`src/rtl/irq_agg_pkg.sv`:
```
package irq_agg_pkg;

    typedef enum logic [1:0] {
        SEL_HOST_EN  = 2'd0,
        SEL_MISC_EN  = 2'd1,
        SEL_HOST_STS = 2'd2,
        SEL_MISC_STS = 2'd3
    } reg_sel_e;

    function automatic int unsigned imax(input int unsigned a, input int unsigned b);
        return (a > b) ? a : b;
    endfunction

endpackage

```
`src/rtl/irq_agg_engine.sv`:
```
module irq_agg_engine
    import irq_agg_pkg::*;
#(
    parameter int unsigned NUM_WM  = 4,
    parameter int unsigned NUM_ERR = 2,
    parameter int unsigned WD      = 5,
    parameter bit          IS_DIAG = 1'b0
) (
    input  logic                  clk,
    input  logic                  rst,
    input  logic                  wr_en,
    input  reg_sel_e              wr_sel,
    input  logic [WD-1:0]         wdata,
    input  logic                  cc_evt,
    input  logic [NUM_WM-1:0]     wm_evt,
    input  logic [NUM_ERR-1:0]    err_evt,
    output logic [NUM_WM:0]       host_en_o,
    output logic [NUM_ERR-1:0]    misc_en_o,
    output logic [NUM_WM:0]       host_sts_o,
    output logic [NUM_ERR-1:0]    misc_sts_o,
    output logic                  pend_o
);
    localparam int unsigned HW = NUM_WM + 1;
    localparam logic [HW-1:0]      HOST_EN_RST = IS_DIAG ? '0 : HW'(1);
    localparam logic [NUM_ERR-1:0] MISC_EN_RST = IS_DIAG ? '0 : '1;

    logic [HW-1:0]      host_en_q, host_sts_q, host_evt, host_clr;
    logic [NUM_ERR-1:0] misc_en_q, misc_sts_q, misc_clr;

    assign host_evt = {wm_evt, cc_evt};
    assign host_clr = (wr_en && wr_sel == SEL_HOST_STS) ? wdata[HW-1:0] : '0;
    assign misc_clr = (wr_en && wr_sel == SEL_MISC_STS) ? wdata[NUM_ERR-1:0] : '0;

    always_ff @(posedge clk) begin
        if (rst) begin
            host_en_q  <= HOST_EN_RST;
            misc_en_q  <= MISC_EN_RST;
            host_sts_q <= '0;
            misc_sts_q <= '0;
        end else begin
            if (wr_en && wr_sel == SEL_HOST_EN) host_en_q <= wdata[HW-1:0];
            if (wr_en && wr_sel == SEL_MISC_EN) misc_en_q <= wdata[NUM_ERR-1:0];
            host_sts_q <= (host_sts_q & ~host_clr) | host_evt;
            misc_sts_q <= (misc_sts_q & ~misc_clr) | err_evt;
        end
    end

    assign pend_o     = (|(host_sts_q & host_en_q)) | (|(misc_sts_q & misc_en_q));
    assign host_en_o  = host_en_q;
    assign misc_en_o  = misc_en_q;
    assign host_sts_o = host_sts_q;
    assign misc_sts_o = misc_sts_q;

    assert_evt_wins_R4: assert property (@(posedge clk) disable iff (rst)
        cc_evt |=> host_sts_q[0]);
    assert_w1c_clear_R3: assert property (@(posedge clk) disable iff (rst)
        (wr_en && wr_sel == SEL_HOST_STS && wdata[0] && !cc_evt) |=> !host_sts_q[0]);
    assert_sticky_sts_R2: assert property (@(posedge clk) disable iff (rst)
        (misc_sts_q[0] && !(wr_en && wr_sel == SEL_MISC_STS)) |=> misc_sts_q[0]);
    assert_no_set_by_write_R8: assert property (@(posedge clk) disable iff (rst)
        (!host_sts_q[0] && !cc_evt) |=> !host_sts_q[0]);
    assert_masked_quiet_R5: assert property (@(posedge clk) disable iff (rst)
        (host_en_q == '0 && misc_en_q == '0) |-> !pend_o);
endmodule

```
`src/rtl/irq_agg_summary.sv`:
```
module irq_agg_summary #(
    parameter int unsigned NUM_ENG = 8
) (
    input  logic               clk,
    input  logic               rst,
    input  logic [NUM_ENG-1:0] summary_i,
    output logic               irq_o
);
    logic irq_q;

    always_ff @(posedge clk) begin
        if (rst) irq_q <= 1'b0;
        else     irq_q <= |summary_i;
    end

    assign irq_o = irq_q;

    assert_irq_rise_R6: assert property (@(posedge clk) disable iff (rst)
        (summary_i != '0) |=> irq_o);
    assert_irq_fall_R6: assert property (@(posedge clk) disable iff (rst)
        (summary_i == '0) |=> !irq_o);
endmodule

```
`src/rtl/irq_agg_top.sv`:
```
module irq_agg_top
    import irq_agg_pkg::*;
#(
    parameter int unsigned NUM_ENG = 8,
    parameter int unsigned NUM_WM  = 4,
    parameter int unsigned NUM_ERR = 2,
    localparam int unsigned ENG_W  = (NUM_ENG > 1) ? $clog2(NUM_ENG) : 1,
    localparam int unsigned HW     = NUM_WM + 1,
    localparam int unsigned WD     = imax(HW, NUM_ERR),
    localparam int unsigned ADDR_W = ENG_W + 2
) (
    input  logic                        clk,
    input  logic                        rst,
    input  logic                        reg_wr,
    input  logic [ADDR_W-1:0]           reg_addr,
    input  logic [WD-1:0]               reg_wdata,
    output logic [WD-1:0]               reg_rdata,
    input  logic [NUM_ENG-1:0]          cc_evt_i,
    input  logic [NUM_ENG*NUM_WM-1:0]   wm_evt_i,
    input  logic [NUM_ENG*NUM_ERR-1:0]  err_evt_i,
    output logic [NUM_ENG-1:0]          summary_o,
    output logic                        irq_o
);
    logic [ENG_W-1:0] eng_idx;
    reg_sel_e         sel;

    assign eng_idx = reg_addr[ADDR_W-1:2];
    assign sel     = reg_sel_e'(reg_addr[1:0]);

    logic [HW-1:0]      host_en_a  [NUM_ENG];
    logic [HW-1:0]      host_sts_a [NUM_ENG];
    logic [NUM_ERR-1:0] misc_en_a  [NUM_ENG];
    logic [NUM_ERR-1:0] misc_sts_a [NUM_ENG];
    logic [NUM_ENG-1:0] pend;

    for (genvar e = 0; e < NUM_ENG; e++) begin : g_eng
        logic hit;
        assign hit = reg_wr && (int'(eng_idx) == e);

        irq_agg_engine #(
            .NUM_WM (NUM_WM),
            .NUM_ERR(NUM_ERR),
            .WD     (WD),
            .IS_DIAG(e == NUM_ENG - 1)
        ) u_eng (
            .clk       (clk),
            .rst       (rst),
            .wr_en     (hit),
            .wr_sel    (sel),
            .wdata     (reg_wdata),
            .cc_evt    (cc_evt_i[e]),
            .wm_evt    (wm_evt_i[e*NUM_WM +: NUM_WM]),
            .err_evt   (err_evt_i[e*NUM_ERR +: NUM_ERR]),
            .host_en_o (host_en_a[e]),
            .misc_en_o (misc_en_a[e]),
            .host_sts_o(host_sts_a[e]),
            .misc_sts_o(misc_sts_a[e]),
            .pend_o    (pend[e])
        );
    end

    always_comb begin
        reg_rdata = '0;
        if (int'(eng_idx) < NUM_ENG) begin
            case (sel)
                SEL_HOST_EN:  reg_rdata = WD'(host_en_a[eng_idx]);
                SEL_MISC_EN:  reg_rdata = WD'(misc_en_a[eng_idx]);
                SEL_HOST_STS: reg_rdata = WD'(host_sts_a[eng_idx]);
                default:      reg_rdata = WD'(misc_sts_a[eng_idx]);
            endcase
        end
    end

    assign summary_o = pend;

    irq_agg_summary #(.NUM_ENG(NUM_ENG)) u_sum (
        .clk      (clk),
        .rst      (rst),
        .summary_i(pend),
        .irq_o    (irq_o)
    );

    assert_diag_quiet_R9: assert property (@(posedge clk) disable iff (rst)
        (host_en_a[NUM_ENG-1] == '0 && misc_en_a[NUM_ENG-1] == '0) |-> !summary_o[NUM_ENG-1]);
endmodule

```
`config.mk`:
```
export PLATFORM = sky130hd
export DESIGN_NAME = irq_agg_top
export DESIGN_NICKNAME = d
export VERILOG_FILES = /design/src/rtl/irq_agg_pkg.sv /design/src/rtl/irq_agg_engine.sv /design/src/rtl/irq_agg_summary.sv /design/src/rtl/irq_agg_top.sv
export SDC_FILE = /design/constraint.sdc
export NUM_CORES = 1
export LEC_CHECK = 0
export ABC_AREA = 1
export CAP_MARGIN = 0
export CORE_ASPECT_RATIO = 0.8
export CORE_MARGIN = 4
export CORE_UTILIZATION = 35
export CTS_CLUSTER_SIZE = 10
export DETAILED_ROUTE_END_ITERATION = 8
export HOLD_SLACK_MARGIN = 0.12
export PLACE_DENSITY = 0.56
export SLEW_MARGIN = 20
export SYNTH_ARGS = -nofsm -noshare
export SYNTH_HDL_FRONTEND = slang
export SYNTH_SLANG_ARGS = --single-unit
```
`constraint.sdc`:
```
create_clock -name clk -period 1.9 [get_ports clk]
set_input_delay 0.38 -clock clk [delete_from_list [all_inputs] [get_ports clk]]
set_output_delay 0.38 -clock clk [all_outputs]
set_load 0.01 [all_outputs]
```
======== Word-level counts from Yosys, hierarchy flattened ========
Cells that the tools add are included.
word-level totals
  register bits after elaboration ......... 113
  logic and storage cells ................. 205
operators by class
  magnitude comparators ................... 1
  eq/ne operators ......................... 10
  multiplexer cells ....................... 29
  bitwise operators ....................... 73
  reduce and logical (&&, ||, !) cells .... 59
operators with widths
  cell                                            number
  AND 5 bit                                       16
  two-way mux 5 bit                               12
  logical AND 1 bit                               40
  NOT 5 bit                                       8
  bitwise OR 5 bit                                8
  OR reduction 5 bit                              8
  AND 2 bit                                       16
  binary-select mux 5 bit (select 3 bit)          2
  two-way mux 2 bit                               12
  NOT 2 bit                                       8
  bitwise OR 2 bit                                8
  OR reduction 2 bit                              8
  case mux 5 bit (3 select lines)                 1
  binary-select mux 2 bit (select 3 bit)          2
  == test 3 bit (second input constant)           4
  bitwise OR 1 bit                                8
  OR reduction 8 bit                              1
  == test 3 x 2 -> 1 bit (second input constant)  2
  == test 2 bit (second input constant)           2
  >= comparator 4 bit (second input constant)     1
  NOT 3 -> 4 bit                                  1
  == test 3 x 1 -> 1 bit (second input constant)  1
  zero test 3 bit                                 1
  == test 2 x 1 -> 1 bit (second input constant)  1
  zero test 2 bit                                 1

======== Logic depth before layout (Yosys ltp) ========
Gate-level depths: netlist of the first run.
  depth in word-level cells ............... 7
  mapped depth ............................ 9
  gate-level depth less buffers ........... 8

======== By module ========
Synthesis of the first run repeated with hierarchy kept, for this count alone.
unflattened totals
  cells, all modules ...................... 922
  area total of the unflattened synthesis .. 6082.1 sq um
modules (own cells, without submodules)
  module                               times used  cells each  area each (sq um)  sequential area each (sq um)
  irq_agg_engine (g_eng[0].u_eng ...)  7           83          614.3              280.3
  irq_agg_top                          1           249         1108.6             0.0
  irq_agg_engine (g_eng[7].u_eng)      1           83          623.1              280.3
  irq_agg_summary                      1           9           50.0               20.0

======== Least setup slack after synthesis of the first run ========
No wires, ideal clock.
  path kind ............................... input to output
  from .................................... input port reg_addr[3]
  to ...................................... output port reg_rdata[3]
  data arrival time ....................... 1.268 ns
  data required time ...................... 1.520 ns
  path slack .............................. 0.252 ns
  stages on the path ...................... 9
  cells stage by stage .................... buf_6 -> inv_2 -> nand2_4 -> inv_1 -> buf_4 -> nand2_1 -> o2111ai_1 -> nand3_1 -> nand2_1
on the way
  cells in the longest elaborated chain, start to end .. 5
RTL lines
  element                                                           RTL line                              RTL
  start: declaration                                                irq_agg_top.sv:15                     input logic [ADDR_W-1:0] reg_addr,
  NOT 3 -> 4 bit (implied by the code) (*)                          irq_agg_top.sv:66, irq_agg_top.sv:68
  binary-select mux 5 bit (select 3 bit), on equally long branches  irq_agg_top.sv:68, irq_agg_top.sv:66
  two-way mux 5 bit, on equally long branches (2 in series)         irq_agg_top.sv:68, irq_agg_top.sv:66
  case mux 5 bit (3 select lines) (*)                               irq_agg_top.sv:65                     case (sel)
  end: declaration                                                  irq_agg_top.sv:17                     output logic [WD-1:0] reg_rdata,
Mark *: on every way between the ends. The rest lies on a longest branch, timed or not. The select of a mux whose other input is x is not followed.

======== Worst setup path after layout of the first run ========
  from .................................... input port reg_addr[2]
  to ...................................... output port reg_rdata[0]
on the way
  cells in the longest elaborated chain, start to end .. 5
RTL lines
  element                                                                              RTL line           RTL
  NOT 3 -> 4 bit (implied by the code) (*)                                             n/a
  binary-select mux 2 bit (select 3 bit), or another cell as far along                 irq_agg_top.sv:69  default: reg_rdata = WD'(misc_sts_a[eng_idx]);
  two-way mux 2 bit (implied by the code), or another cell as far along (2 in series)  irq_agg_top.sv:69
  case mux 5 bit (3 select lines) (*)                                                  irq_agg_top.sv:65
Marks and branches as above.

==> results_dict.tcl, run 1 <==
set metrics [dict create \
    status "complete, no violations" \
    cts_hold_buf 0 \
    vias_per_cell 4.97 \
    cpLargestDelayFamily "buffers and inverters" \
    synth-edff-count 0 \
    yosysTopAreaCell "dfxtp_1" \
    grt_pass1_wl_mm 30.1 \
    synth-seq-cells 113 \
    place_inst 1160 \
    yosysMostFrequentCell "nand2_1" \
    relSlewSlack_pct 67.4 \
    worstSetupStartpointType "input port" \
    total_power_w 0.00685 \
    port_buffers 82 \
    setup_viol_count_final 0 \
    critPathMaxFanout 6 \
    rows 40 \
    die_h_um 121 \
    regToRegSetupSlack_ps 550 \
    worst_pin_slew_ps 489 \
    arrival_ps 1470 \
    start_util_pct 36.4 \
    drtIter0Drc 538 \
    reg2reg_to "u_sum.irq_o$_SDFF_PP0_" \
    ff2ff_path_depth 9 \
    synth_flop_cell "dfxtp_1" \
    cp-startpoint "reg_addr[2]" \
    insertedDiodeCount 0 \
    end_kind "primary output" \
    min_to "g_eng[3].u_eng.host_sts_o[3]$_SDFF_PP0_" \
    vias 5962 \
    coreArea_sq_mm 0.0153 \
    finClkSkew_ps 5.74 \
    drc_errors 0 \
    grt_pass1_vias 5667 \
    synth.distinct_cells 22 \
    cts_tree "built" \
    htree_levels 4 \
    design.die.area_sq_mm 0.0180 \
    cts_buffers 17 \
    grt_use_total_pct 21.3 \
    postRouteAntennaNets 0 \
    drive_above_1_share_pct 14.5 \
    path_clk_slew_ps 60 \
    synth_common_cells "nand2_1, dfxtp_1, a21oi_1, inv_1, o21ai_0" \
    fin_crit_sh_pct 97.3 \
    min_period_ps 1850 \
    die_x_um 149 \
    path_buf_inv 4 \
    routabilityCongestion 0.906 \
    antenna_found_initial 0 \
    tns_ps 0 \
    clock_latency_ps 420 \
    drt_wl_total_mm 19.0 \
    p_leak_nw 3.60 \
    vdd_drop_max_mv 0.654 \
    slowest_stage "buf_4" \
    utilization_pct 50.1 \
    path_class "in -> out" \
    instances_no_fill 1200 \
    cp.required_ps 1520 \
    io_pins 83 \
    async_reset_ff_share_pct 0 \
    postSynthCellCount 856 \
    cts_max_path_buffers 2 \
    synthTopCellsByArea "dfxtp_1, nand2_1, a21oi_1, o21ai_0, inv_1" \
    drt_pass1_iterations 5 \
    slowest_delay_ps 170 \
    hp-start "rst" \
    yosysWarnings 0 \
    finalHoldViolations 0 \
    synth.top_cell.area_share_pct 40.6 \
    grt_overflow 0 \
    powerDensity_mw_per_mm2 893 \
    hold_class "in -> reg" \
    crit_chain "buf_4 > buf_12 > nor2_4 > buf_4 > nand2_1 > nand4_1 > nand3_1 > nand4_1 > buf_2" \
    syn2layout_area_growth_pct 37.8 \
    fmax_mhz 541 \
    num-fill-cells 1622 \
    fin_nets 1047 \
    syn-cell-area_sq_mm 0.00557 \
    root_buffer "clkbuf_16" \
    avgRoutedWirePerCell_um 15.8 \
    synth_seq_area_share_pct 40.6 \
    hold_depth 3 \
    reg2reg_from "g_eng[1].u_eng.host_sts_o[0]$_SDFF_PP0_" \
    clock-sinks 113 \
    maxCapViolCount 0 \
    dpl.hpwl_mm 13.9 \
    syn-num-nets 925 \
    slew_violations 0 \
    syn_area_per_cell_sq_um 6.50 \
    grt_max_degree 56 \
]
layout make-up:
| class | count | area, sq um | area share [%] |
|---|---|---|---|
| clock buffer | 18 | 439 | 5.72 |
| multi-input combinational | 593 | 2740 | 35.7 |
| timing repair buffer | 148 | 1370 | 17.8 |
| tap | 210 | 263 | 3.42 |
| inverter | 105 | 412 | 5.37 |
| clock inverter | 13 | 185 | 2.41 |
| sequential | 113 | 2270 | 29.6 |
metal layers:
layer | part of all wire (%) | vias to the layer above | track usage [%]
met5 | 0 | - | 0
met4 | 1.5 | 0 | 5.72
met3 | 6.6 | 21 | 3.78
met2 | 42 | 214 | 31.4
met1 | 50 | 2715 | 31.7
li1 | - | 3012 | -
worst register-to-register path: cells and delay by family, from the launching register on:
family / cells / cell delay, ps
buf+inv: 1 / 140
simple gates: 7 / 640
flops: 1 / 320
compound gates: 1 / 120
sequential cells by signal, indices dropped and copies added (netlist names):
signal and cells:
g_eng.u_eng.host_sts_o 40, u_sum.irq_o 1, g_eng.u_eng.misc_sts_o 16, g_eng.u_eng.host_en_o 40
g_eng.u_eng.misc_en_o 16
power breakdown:
part | switching (W) | leakage (nW) | total, W | internal [W]
clock network | 0.00119 | 0.291 | 0.00341 | 0.00222
logic | 0.000468 | 2.37 | 0.000867 | 0.000399
registers | 0.0000929 | 0.932 | 0.00257 | 0.00248
kinds of logic (layout without fill, tap and decap cells):
family / after synthesis / count (layout) / share of synthesized area (%)
AND/OR/NAND/NOR: 367 / 367 / 26.9
buffers and inverters: 150 / 284 / 11.2
AO/OA/AOI/OAI: 226 / 226 / 21.3
flip-flops: 113 / 113 / 40.6
timing repair:
item                                    CTS  global route
gates resized for setup                  58            24
gates cloned                              1             0
pin swaps                                 3             2
endpoints found under the setup margin   13             7
setup buffers                             7             1
worst max path at each step:
stage              endpoint  slack [ps]  cells past startpoint
2_1_floorplan  reg_rdata[3]         250                      9
3_3_place_gp   reg_rdata[0]        -820                      9
3_5_place_dp   reg_rdata[0]        -830                      9
4_1_cts        reg_rdata[4]           3                     10
5_1_grt        reg_rdata[0]          -3                      9
6_report       reg_rdata[0]          50                      9
cell usage in the layout (no fill, tap or decap), types with 8 or more instances in the layout:
| cell type | count |
|---|---|
| nand2_1 | 264 |
| a21oi_1 | 109 |
| dfxtp_1 | 108 |
| o21ai_0 | 92 |
| inv_1 | 91 |
| clkdlybuf4s50_1 | 63 |
| buf_4 | 55 |
| nor2_1 | 40 |
| nand3_1 | 28 |
| o211ai_1 | 20 |
| clkbuf_16 | 17 |
| nand4_1 | 14 |
| inv_2 | 8 |
through the flow:
step                hold WS, ps  instance area, sq um  worst slack (ps)
finish                      462                  7670              51.0
detailed placement          458                  6930              -831
CTS                         455                  7640              3.01
floorplan                   439                  5570               252
global placement            459                  6930              -816
global route                476                  7670             -3.31
No activity file was read; power rests on OpenSTA's default activity.
==> run 2, diff against run 1 <==
--- a/config.mk
+++ b/config.mk
@@ -8,7 +8,7 @@
 export ABC_AREA = 1
 export CAP_MARGIN = 0
 export CORE_ASPECT_RATIO = 0.8
-export CORE_MARGIN = 4
+export CORE_MARGIN = 5
 export CORE_UTILIZATION = 35
 export CTS_CLUSTER_SIZE = 10
 export DETAILED_ROUTE_END_ITERATION = 8
==> results_dict.tcl, run 2 (same netlist as run 1, synthesis figures left out) <==
set metrics [dict create \
    status "complete, no violations" \
    antenna_found_initial 0 \
    fmax_mhz 538 \
    setup_viol_count_final 0 \
    vias 5920 \
    drtIter0Drc 708 \
    drt_wl_total_mm 19.2 \
    fin_crit_sh_pct 97.8 \
    start_util_pct 35.5 \
    hp-start "g_eng[6].u_eng.host_en_o[2]$_SDFFE_PP0P_" \
    path_clk_slew_ps 50 \
    critPathMaxFanout 6 \
    grt_max_degree 59 \
    drc_errors 0 \
    port_buffers 82 \
    grt_overflow 0 \
    fin_nets 1050 \
    die_x_um 151 \
    final_common_cell "nand2_1" \
    coreArea_sq_mm 0.0157 \
    clock_latency_ps 420 \
    hold_class "reg -> reg" \
    insertedDiodeCount 0 \
    postPlaceCellArea_sq_mm 0.00697 \
    dpl.hpwl_mm 14.0 \
    maxCapViolCount 0 \
    worst_pin_slew_ps 657 \
    avgRoutedWirePerCell_um 15.9 \
    hold_ws_ps 475 \
    stdcell_area_sq_mm 0.00773 \
    final_cell_mix "nand2_1, dfxtp_1, a21oi_1, o21ai_0, inv_1" \
    grt_pass1_vias 5625 \
    grt_use_total_pct 21.4 \
    p_leak_nw 3.62 \
    drive_above_1_share_pct 14.7 \
    powerDensity_mw_per_mm2 842 \
    path_class "in -> out" \
    vias_per_cell 4.90 \
    design.die.area_sq_mm 0.0185 \
    layout_setup_ws_ps 42.7 \
    reg2reg_from "g_eng[1].u_eng.host_sts_o[0]$_SDFF_PP0_" \
    relSlewSlack_pct 56.2 \
    ff2ff_path_depth 9 \
    hold_depth 2 \
    io_pins 83 \
    syn2layout_area_growth_pct 38.9 \
    min_to "g_eng[6].u_eng.host_en_o[2]$_SDFFE_PP0P_" \
    grt_pass1_wl_mm 30.4 \
    die_h_um 123 \
    htree_levels 4 \
    end_kind "primary output" \
    postRouteAntennaNets 0 \
    finClkSkew_ps 4.48 \
    min_period_ps 1860 \
    vdd_drop_max_mv 0.587 \
    cts_buffers 17 \
    cts_tree "built" \
    cp.required_ps 1520 \
    drt_pass1_iterations 5 \
    arrival_ps 1480 \
    pre_cts_ws_ps -768 \
    finalHoldViolations 0 \
    worstSetupStartpointType "input port" \
    reg2reg_to "u_sum.irq_o$_SDFF_PP0_" \
    rows 41 \
    clock-sinks 113 \
    rsz0062_at_grt "true" \
    regToRegSetupSlack_ps 530 \
    cts_max_path_buffers 2 \
    routabilityCongestion 0.895 \
    root_buffer "clkbuf_16" \
    slew_violations 0 \
    cts_hold_buf 0 \
]
run 2: worst max-delay path by stage:
stage                                                        from  slack, ps            to
after detailed placement                              reg_addr[2]       -770  reg_rdata[1]
after global routing                                  reg_addr[2]        -20  reg_rdata[1]
after CTS                 g_eng[0].u_eng.host_sts_o[0]$_SDFF_PP0_          4  summary_o[0]
after global placement                                reg_addr[2]       -750  reg_rdata[1]
final                                                 reg_addr[2]         40  reg_rdata[3]
after floorplan                                       reg_addr[3]        250  reg_rdata[3]
run 2: report_power, final:
part           total [W]  internal [W]  leakage, nW  switching, W
clock            0.00303       0.00195        0.275       0.00109
sequential       0.00257       0.00248        0.931     0.0000958
combinational   0.000903      0.000424         2.41      0.000479
total            0.00651       0.00485         3.62       0.00166
run 2: final cells by class:
| type | instances | area [sq um] |
|---|---|---|
| fill | 1666 | 7970 |
| multi-input combinational | 593 | 2770 |
| sequential | 113 | 2260 |
| timing repair buffer | 151 | 1450 |
| clock buffer | 25 | 505 |
| inverter | 105 | 419 |
| tap | 215 | 269 |
| clock inverter | 5 | 52.6 |
run 2: through the flow:
step / utilization (%) / std cells / total power [W] / setup TNS (ps)
final: 49.3 / 1207 / 0.00651 / 0
after global routing: 49.3 / 1207 / 0.00677 / -18.8
after CTS: 48.6 / 1205 / 0.00651 / 0
after detailed placement: 44.4 / 1171 / 0.00347 / -33400
after global placement: 44.4 / 1171 / 0.00348 / -33720
after floorplan: - / 856 / 0.00302 / 0
run 2: repair_timing:
action / in CTS / in global routing
pin swaps: 10 / 11
endpoints found under the setup margin: 20 / 8
cloned: 2 / 1
resized for setup: 71 / 26
setup buffers: 2 / 1
run 2: layer usage:
layer	part of all wire (%)	up-vias	track usage (%)
met2	42	217	31.3
li1	-	3011	-
met1	50	2668	31.3
met3	6.4	24	4.50
met4	1.6	0	6.74
met5	0	-	0
run 2: critical path: stages:
cell	delay (ps)
buf_4	120
buf_12	140
nand2_8	70
inv_6	50
buf_12	120
buf_4	130
nand2_2	50
o2111ai_2	100
nand3_1	100
nand2_1	70
buf_2	140
